## src/rtl/tpp_pkg.sv

```systemverilog
package tpp_pkg;

  // Latch gate states as seen by a stage's data bank.
  typedef enum logic {
    GATE_HOLD = 1'b0,
    GATE_OPEN = 1'b1
  } gate_e;

  // Phases agree: the stage's last item was taken downstream, or none arrived yet.
  function automatic gate_e gate_from_phases(input logic own_phase, input logic next_phase);
    return (own_phase ~^ next_phase) ? GATE_OPEN : GATE_HOLD;
  endfunction

endpackage

```

## src/rtl/tpp_stage_ctrl.sv

```systemverilog
module tpp_stage_ctrl
  import tpp_pkg::*;
(
  input  logic  own_req,
  input  logic  next_ack,
  output gate_e gate
);

  // The single-gate local controller: XNOR of own request and successor ack.
  always_comb begin
    gate = gate_from_phases(own_req, next_ack);
  end

endmodule

```

## src/rtl/tpp_latch_bank.sv

```systemverilog
module tpp_latch_bank
  import tpp_pkg::*;
#(
  parameter int BITS = 9
) (
  input  logic            clk,
  input  logic            rst_n,
  input  gate_e           gate,
  input  logic [BITS-1:0] d,
  output logic [BITS-1:0] q
);

  // Sampled model of a level-sensitive bank: while open it follows its input
  // at each sampling edge; while held it keeps the captured word.
  always_ff @(posedge clk or negedge rst_n) begin
    if (!rst_n) begin
      q <= '0;
    end else if (gate == GATE_OPEN) begin
      q <= d;
    end
  end

endmodule

```

## src/rtl/tpp_stage.sv

```systemverilog
module tpp_stage
  import tpp_pkg::*;
#(
  parameter int WIDTH = 8
) (
  input  logic             clk,
  input  logic             rst_n,
  input  logic             prev_req,
  input  logic [WIDTH-1:0] prev_data,
  input  logic             next_ack,
  output logic             req_q,
  output logic [WIDTH-1:0] data_q
);

  localparam int BUNDLE = WIDTH + 1;

  gate_e             gate;
  logic [BUNDLE-1:0] bundle_d;
  logic [BUNDLE-1:0] bundle_q;

  // Request phase travels in the same bank as the word, keeping them bundled.
  assign bundle_d = {prev_req, prev_data};
  assign req_q    = bundle_q[BUNDLE-1];
  assign data_q   = bundle_q[WIDTH-1:0];

  tpp_stage_ctrl u_ctrl (
    .own_req  (req_q),
    .next_ack (next_ack),
    .gate     (gate)
  );

  tpp_latch_bank #(.BITS(BUNDLE)) u_bank (
    .clk   (clk),
    .rst_n (rst_n),
    .gate  (gate),
    .d     (bundle_d),
    .q     (bundle_q)
  );

  // a stage holding an item the successor has not yet taken keeps it.
  assert_full_stage_holds_R4: assert property (@(posedge clk) disable iff (!rst_n)
    (req_q != next_ack) |=> ($stable(req_q) && $stable(data_q)));

  // every phase change of this stage copies the phase offered upstream.
  assert_capture_copies_upstream_R3: assert property (@(posedge clk) disable iff (!rst_n)
    (req_q != $past(req_q)) |-> (req_q == $past(prev_req)));

endmodule

```

## src/rtl/tpp_pipeline.sv

```systemverilog
module tpp_pipeline #(
  parameter int WIDTH = 8,
  parameter int DEPTH = 4
) (
  input  logic             clk,
  input  logic             rst_n,
  input  logic [WIDTH-1:0] up_data,
  input  logic             up_req,
  output logic             up_ack,
  output logic [WIDTH-1:0] dn_data,
  output logic             dn_req,
  input  logic             dn_ack
);

  localparam int LAST = DEPTH - 1;

  // Channel k sits in front of stage k; channel DEPTH is the output channel.
  logic [DEPTH:0]   req_chain;
  logic [WIDTH-1:0] data_chain [DEPTH+1];
  logic [DEPTH-1:0] ack_chain;

  assign req_chain[0]  = up_req;
  assign data_chain[0] = up_data;

  for (genvar s = 0; s < DEPTH; s++) begin : g_stage
    if (s == LAST) begin : g_tail
      assign ack_chain[s] = dn_ack;
    end else begin : g_body
      // Successor's captured request doubles as its acknowledge backward.
      assign ack_chain[s] = req_chain[s+2];
    end

    tpp_stage #(.WIDTH(WIDTH)) u_stage (
      .clk       (clk),
      .rst_n     (rst_n),
      .prev_req  (req_chain[s]),
      .prev_data (data_chain[s]),
      .next_ack  (ack_chain[s]),
      .req_q     (req_chain[s+1]),
      .data_q    (data_chain[s+1])
    );
  end

  assign up_ack  = req_chain[1];
  assign dn_req  = req_chain[DEPTH];
  assign dn_data = data_chain[DEPTH];

  // the offered word does not move while the consumer has not taken it.
  assert_out_word_stable_R7: assert property (@(posedge clk) disable iff (!rst_n)
    (dn_req != dn_ack) |=> $stable(dn_data));

  // one offer per word; no second toggle while one is pending.
  assert_single_offer_R8: assert property (@(posedge clk) disable iff (!rst_n)
    (dn_req != dn_ack) |=> $stable(dn_req));

endmodule

```

## config.mk

```make
export PLATFORM = sky130hd
export DESIGN_NAME = tpp_pipeline
export DESIGN_NICKNAME = d
export VERILOG_FILES = /design/src/rtl/tpp_pkg.sv /design/src/rtl/tpp_stage_ctrl.sv /design/src/rtl/tpp_latch_bank.sv /design/src/rtl/tpp_stage.sv /design/src/rtl/tpp_pipeline.sv
export SDC_FILE = /design/constraint.sdc
export NUM_CORES = 1
export LEC_CHECK = 0
export BUFFER_PORTS_ARGS = -buffer_cell sky130_fd_sc_hd__buf_2
export CAP_MARGIN = 15
export CORE_ASPECT_RATIO = 0.7
export CORE_MARGIN = 1.5
export CORE_UTILIZATION = 40
export DETAILED_ROUTE_END_ITERATION = 12
export PLACE_DENSITY = 0.68
export SKIP_LAST_GASP = 1
export SLEW_MARGIN = 30
export SYNTH_ARGS = -nofsm -noshare
export SYNTH_HDL_FRONTEND = slang
export SYNTH_HIERARCHICAL = 1
export SYNTH_SLANG_ARGS = --single-unit
```

## constraint.sdc

```tcl
create_clock -name clk -period 1.7 [get_ports clk]
set_clock_uncertainty 0.15 [all_clocks]
set_input_delay 0.34 -clock clk [delete_from_list [all_inputs] [get_ports clk]]
set_output_delay 0.34 -clock clk [all_outputs]
set_load 0.1 [all_outputs]
```

==> results.sh, run 1 <==
export IMPL_status="finished clean"
export IMPL_cp_top_family="buffers and inverters"
export IMPL_grt_pass1_vias=723
export IMPL_clkLatencyLatePin_ns=0.28
export IMPL_rsz0062_at_grt="no"
export IMPL_grt_usage_pct=11.9
export IMPL_io_pins=22
export IMPL_worst_path_buf_inv=1
export IMPL_worstReg2RegStart="g_stage[1].u_stage/u_bank/q[8]"
export IMPL_top_register="g_stage.u_stage/u_bank/q"
export IMPL_met1_usage_pct=15.6
export IMPL_start_util_pct=42.5
export IMPL_tightest_slew_ns=0.499
export IMPL_path_max_fanout=4
export IMPL_drc=0
export IMPL_cts_sinks=36
export IMPL_synth_warnings=6
export IMPL_reg_largest_list="g_stage.u_stage/u_bank/q (36)"
export IMPL_drt_initial_drc_count=32
export IMPL_busiest_layer="met2"
export IMPL_fin_crit_sh_pct=94.5
export IMPL_ctsResizeCount=0
export IMPL_path_class="flip-flop to output pin"
export IMPL_worstPathArrival_ns=1.12
export IMPL_wl_per_cell_um=12.9
export IMPL_cts_tree="built"
export IMPL_n_fill_cell=304
export IMPL_maxSlewHeadroom_pct=66.7
export IMPL_hold_viol_final=0
export IMPL_avgViaCountPerCell=4.27
export IMPL_rrSetupSlack_ns=0.28
export IMPL_gp_congestion=0.675
export IMPL_wl_mm=2.09
export IMPL_dpl_hpwl_mm=1.61
export IMPL_period_needed_ns=1.61
export IMPL_antenna_cells=0
export IMPL_worstPathRequired_ns=1.21
export IMPL_area_growth_pct=17.8
export IMPL_htreeDepth=2
export IMPL_fmax_mhz=623
export IMPL_drive_gt1_share_pct=63.4
export IMPL_cp_slowest_stage_delay_ns=0.44
export IMPL_syn_inst=80
export IMPL_synth_edff_count=0
export IMPL_cts_root_buf="clkbuf_8"
export IMPL_setup_tns_ns=0
export IMPL_dieArea_mm2=0.00419
export IMPL_r2r_cells=3
export IMPL_synth_fp_nets=92
export IMPL_largest_reg_flops=36
export IMPL_worstHoldPathType="input pin to flip-flop"
export IMPL_reg2reg_to="g_stage[0].u_stage/u_bank/q[8]"
export IMPL_min_delay_start="up_data[4]"
export IMPL_cp_end_kind="output pin"
export IMPL_ys_seq_elements=36
export IMPL_async_flop_share_pct=100
export IMPL_gr_total_overflow=0
export IMPL_cts_hold_buf=1
export IMPL_antenna_found_initial=0
export IMPL_whs_path_depth=2
export IMPL_syn_avg_cell_area_um2=19.0
export IMPL_synth_cell_types=4
export IMPL_grt_pass1_wl_mm=3.51
export IMPL_syn_cell_area_mm2=0.00152
export IMPL_drv_slew=0
export IMPL_drv_cap=0
export IMPL_cts_buffer_depth=2
export IMPL_ys_flop_type="dfrtp_1"
export IMPL_final_nets=123
export IMPL_path_clk_slew_ns=0.06
export IMPL_die_h_um=54.6
export IMPL_cts_buffers_inserted=5
export IMPL_portBuffers=21
export IMPL_netlist_area_leader_share_pct=59.2
export IMPL_synth_largest_area_cell="dfrtp_1"
export IMPL_finalSetupViolations=0
export IMPL_core_mm2=0.00358
export IMPL_yosys_top_cells_count="36 x dfrtp_1, 36 x mux2_4, 4 x buf_6, 4 x xnor2_1"
export IMPL_antenna_left=0
export IMPL_ys_seq_area_share_pct=59.2
export IMPL_post_cts_buffers=0
export IMPL_met2_usage_pct=16.8
export IMPL_use_met3_pct=4.50
export IMPL_holdPathEnd="g_stage[0].u_stage/u_bank/q[4]"
export IMPL_worstPathCellList="buf_2"
export IMPL_first_pass_iters=4
export IMPL_die_w_um=76.7
export IMPL_grt_max_degree=24
export IMPL_vias=692
export IMPL_slowest_stage="buf_2"
export IMPL_cp_start_kind="flip-flop"
export IMPL_synth_area_leaders="dfrtp_1 59%, mux2_4 36%, buf_6 3.0%, xnor2_1 2.3%"
export IMPL_rows=18
layout by cell type, fill, tap and decap left out:
cell / instances
dfrtp_1: 34
mux2_4: 36
buf_2: 21
clkbuf_8: 6
buf_4: 6
dlygate4sd3_1: 1
dfrtp_2: 2
clkbuf_1: 2
xnor2_1: 4
logic make-up (layout without fill, tap and decap cells):
kind of cell	after synthesis	count (layout)	synth area share, %
buffers and inverters	4	36	2.96
xor gates and xnor gates	4	4	2.30
muxes	36	36	35.5
DFF	36	36	59.2
final cells by class:
| class | count | area (um^2) | area share [%] |
|---|---|---|---|
| tap | 50 | 62.6 | 3.49 |
| sequential | 36 | 903 | 50.4 |
| multi-input combinational | 40 | 576 | 32.1 |
| timing repair buffer | 28 | 160 | 8.94 |
| clock buffer | 8 | 90.1 | 5.03 |
routing by layer:
| metal | wire, um | part of all wire (%) | up-vias |
|---|---|---|---|
| met5 | 0 | 0 | - |
| met4 | 33 | 1.6 | 0 |
| met3 | 124 | 5.9 | 5 |
| met2 | 861 | 41 | 23 |
| met1 | 1070 | 51 | 323 |
| li1 | - | - | 341 |
stage by stage:
stage	hold WS, ns	instance area (um^2)	util, %	instances	setup slack, ns
6_report	0.136	1790	50.0	162	0.0937
3_5_place_dp	0.189	1690	47.2	153	0.298
4_1_cts	0.125	1790	50.0	162	0.0766
2_1_floorplan	-0.106	1520	-	80	0.0672
3_3_place_gp	0.168	1690	47.2	153	0.313
5_1_grt	0.122	1790	50.0	162	0.0651
how the worst max path moves through the flow:
stage,from,end,cells after the start
floorplan,g_stage[3].u_stage/u_bank/q[8],g_stage[3].u_stage/u_bank/q[8],3
global placement,g_stage[2].u_stage/u_bank/q[8],g_stage[1].u_stage/u_bank/q[8],3
detailed placement,dn_ack,g_stage[3].u_stage/u_bank/q[5],4
CTS,g_stage[3].u_stage/u_bank/q[8],dn_req,1
global route,g_stage[3].u_stage/u_bank/q[8],dn_req,1
finish,g_stage[3].u_stage/u_bank/q[8],dn_req,1
Power of run 1 is not shown: default switching activity piles up to over one toggle a cycle in this logic, so the estimate is an artifact.
==> run 2: changes to the inputs <==
--- a/config.mk
+++ b/config.mk
@@ -11,7 +11,7 @@
 export CORE_MARGIN = 1.5
 export CORE_UTILIZATION = 40
 export DETAILED_ROUTE_END_ITERATION = 12
-export PLACE_DENSITY = 0.68
+export PLACE_DENSITY = 0.7
 export SKIP_LAST_GASP = 1
 export SLEW_MARGIN = 30
 export SYNTH_ARGS = -nofsm -noshare
==> constraint.sdc (replaced) <==
create_clock -name clk -period 1.45 [get_ports clk]
set_clock_uncertainty 0.15 [all_clocks]
set_input_delay 0.29 -clock clk [delete_from_list [all_inputs] [get_ports clk]]
set_output_delay 0.29 -clock clk [all_outputs]
set_load 0.1 [all_outputs]
==> results.sh, run 2 (same netlist as run 1, synthesis figures left out) <==
export IMPL_status="complete, but fails checks"
export IMPL_violations="setup timing"
export IMPL_antenna_left=0
export IMPL_grt_pass1_vias=734
export IMPL_cts_tree="built"
export IMPL_htreeDepth=2
export IMPL_die_w_um=76.7
export IMPL_path_class="flip-flop to output pin"
export IMPL_core_mm2=0.00358
export IMPL_final_nets=125
export IMPL_drc=0
export IMPL_busiest_layer="met2"
export IMPL_hold_viol_final=0
export IMPL_wl_per_cell_um=14.1
export IMPL_worstHoldPathType="input pin to flip-flop"
export IMPL_largest_reg_flops=36
export IMPL_path_max_fanout=2
export IMPL_dieArea_mm2=0.00419
export IMPL_antenna_found_initial=0
export IMPL_dpl_hpwl_mm=1.63
export IMPL_met1_usage_pct=15.2
export IMPL_drv_slew=0
export IMPL_drive_gt1_share_pct=70.8
export IMPL_path_clk_slew_ns=0.07
export IMPL_grt_pass1_wl_mm=3.61
export IMPL_fin_cells=163
export IMPL_setup_ws_ns=-0.0547
export IMPL_area_growth_pct=36.5
export IMPL_drt_initial_drc_count=6
export IMPL_grt_usage_pct=12.0
export IMPL_gr_total_overflow=0
export IMPL_drv_cap=0
export IMPL_final_cell_mix="36 x mux2_4, 32 x dfrtp_1, 14 x buf_12, 11 x buf_2, 7 x clkbuf_8"
export IMPL_io_pins=22
export IMPL_grt_max_degree=37
export IMPL_multiInputGateArea_um2=628
export IMPL_tightest_slew_ns=0.213
export IMPL_portBuffers=21
export IMPL_finalSetupViolations=7
export IMPL_regArea_um2=911
export IMPL_first_pass_iters=4
export IMPL_worstPathRequired_ns=1.01
export IMPL_avgViaCountPerCell=4.46
export IMPL_top_register="g_stage.u_stage/u_bank/q"
export IMPL_rsz0062_at_grt="yes"
export IMPL_fin_crit_sh_pct=104
export IMPL_cp_start_kind="flip-flop"
export IMPL_use_met3_pct=4.67
export IMPL_fmax_mhz=665
export IMPL_cp_end_kind="output pin"
export IMPL_cts_buffer_depth=2
export IMPL_wl_mm=2.29
export IMPL_period_needed_ns=1.50
export IMPL_maxSlewHeadroom_pct=85.7
export IMPL_clkLatencyLatePin_ns=0.28
export IMPL_die_h_um=54.6
export IMPL_met2_usage_pct=18.6
export IMPL_n_fill_cell=274
export IMPL_post_place_cells=153
export IMPL_antenna_cells=0
export IMPL_final_common_cell="mux2_4"
export IMPL_cts_sinks=36
export IMPL_cts_buffers_inserted=5
export IMPL_rows=18
export IMPL_worstPathArrival_ns=1.06
export IMPL_start_util_pct=42.5
export IMPL_gp_congestion=0.660
export IMPL_vias=727
export IMPL_reg_largest_list="g_stage.u_stage/u_bank/q (36)"
export IMPL_cts_root_buf="clkbuf_8"
==> run 2: path summary, 6_finish.rpt <==
kind,to,cells after the start,from,slack [ns]
min in group asynchronous,g_stage[1].u_stage/u_bank/q[6],3,rst_n,0.38
hold / removal,g_stage[0].u_stage/u_bank/q[1],2,up_data[1],0.09
max in group asynchronous,g_stage[3].u_stage/u_bank/q[8],3,rst_n,0.57
setup / recovery,up_ack,2,g_stage[0].u_stage/u_bank/q[8],-0.05
setup reg to reg,g_stage[1].u_stage/u_bank/q[6],3,g_stage[2].u_stage/u_bank/q[8],-0.01
hold reg to reg,g_stage[2].u_stage/u_bank/q[2],1,g_stage[1].u_stage/u_bank/q[2],0.37
==> run 2: critical path, cell delays in order (launching register included) <==
cell and delay (ns):
dfrtp_4 0.50, buf_6 0.13, buf_12 0.15
==> run 2: area by class of cell <==
type | count | area share [%]
Tap cell | 50 | 3.01
Timing Repair Buffer | 30 | 18.3
Multi-Input combinational cell | 40 | 30.2
Sequential cell | 36 | 43.9
Clock buffer | 7 | 4.64
==> run 2: per-stage QoR <==
stage	util [%]	hold slack [ns]	area (um^2)	TNS, ns	setup slack, ns
5_1_grt	58.0	0.0862	2080	-0.992	-0.0750
3_5_place_dp	53.6	0.113	1920	0	0.00983
4_1_cts	57.2	0.0843	2050	-0.484	-0.0582
3_3_place_gp	53.6	0.106	1920	0	0.0228
6_report	58.0	0.0895	2080	-0.123	-0.0547
2_1_floorplan	-	-0.156	1550	-2.45	-0.0946
==> run 2: per-layer routing <==
layer | wire length (um) | up-vias | part of all wire [%]
met3 | 103 | 7 | 4.5
met4 | 49 | 0 | 2.1
met5 | 0 | - | 0
met2 | 1040 | 20 | 45
li1 | - | 344 | -
met1 | 1100 | 356 | 48
==> run 2: what timing repair did <==
item | in CTS | in global routing
buffers inserted | 1 | 0
setup endpoints to repair | 15 | 38
hold buffers | 1 | 0
gates resized for setup | 3 | 5
hold endpoints to repair | 36 | 0
cloned | 0 | 1
Power of run 2 is left out for the same reason.
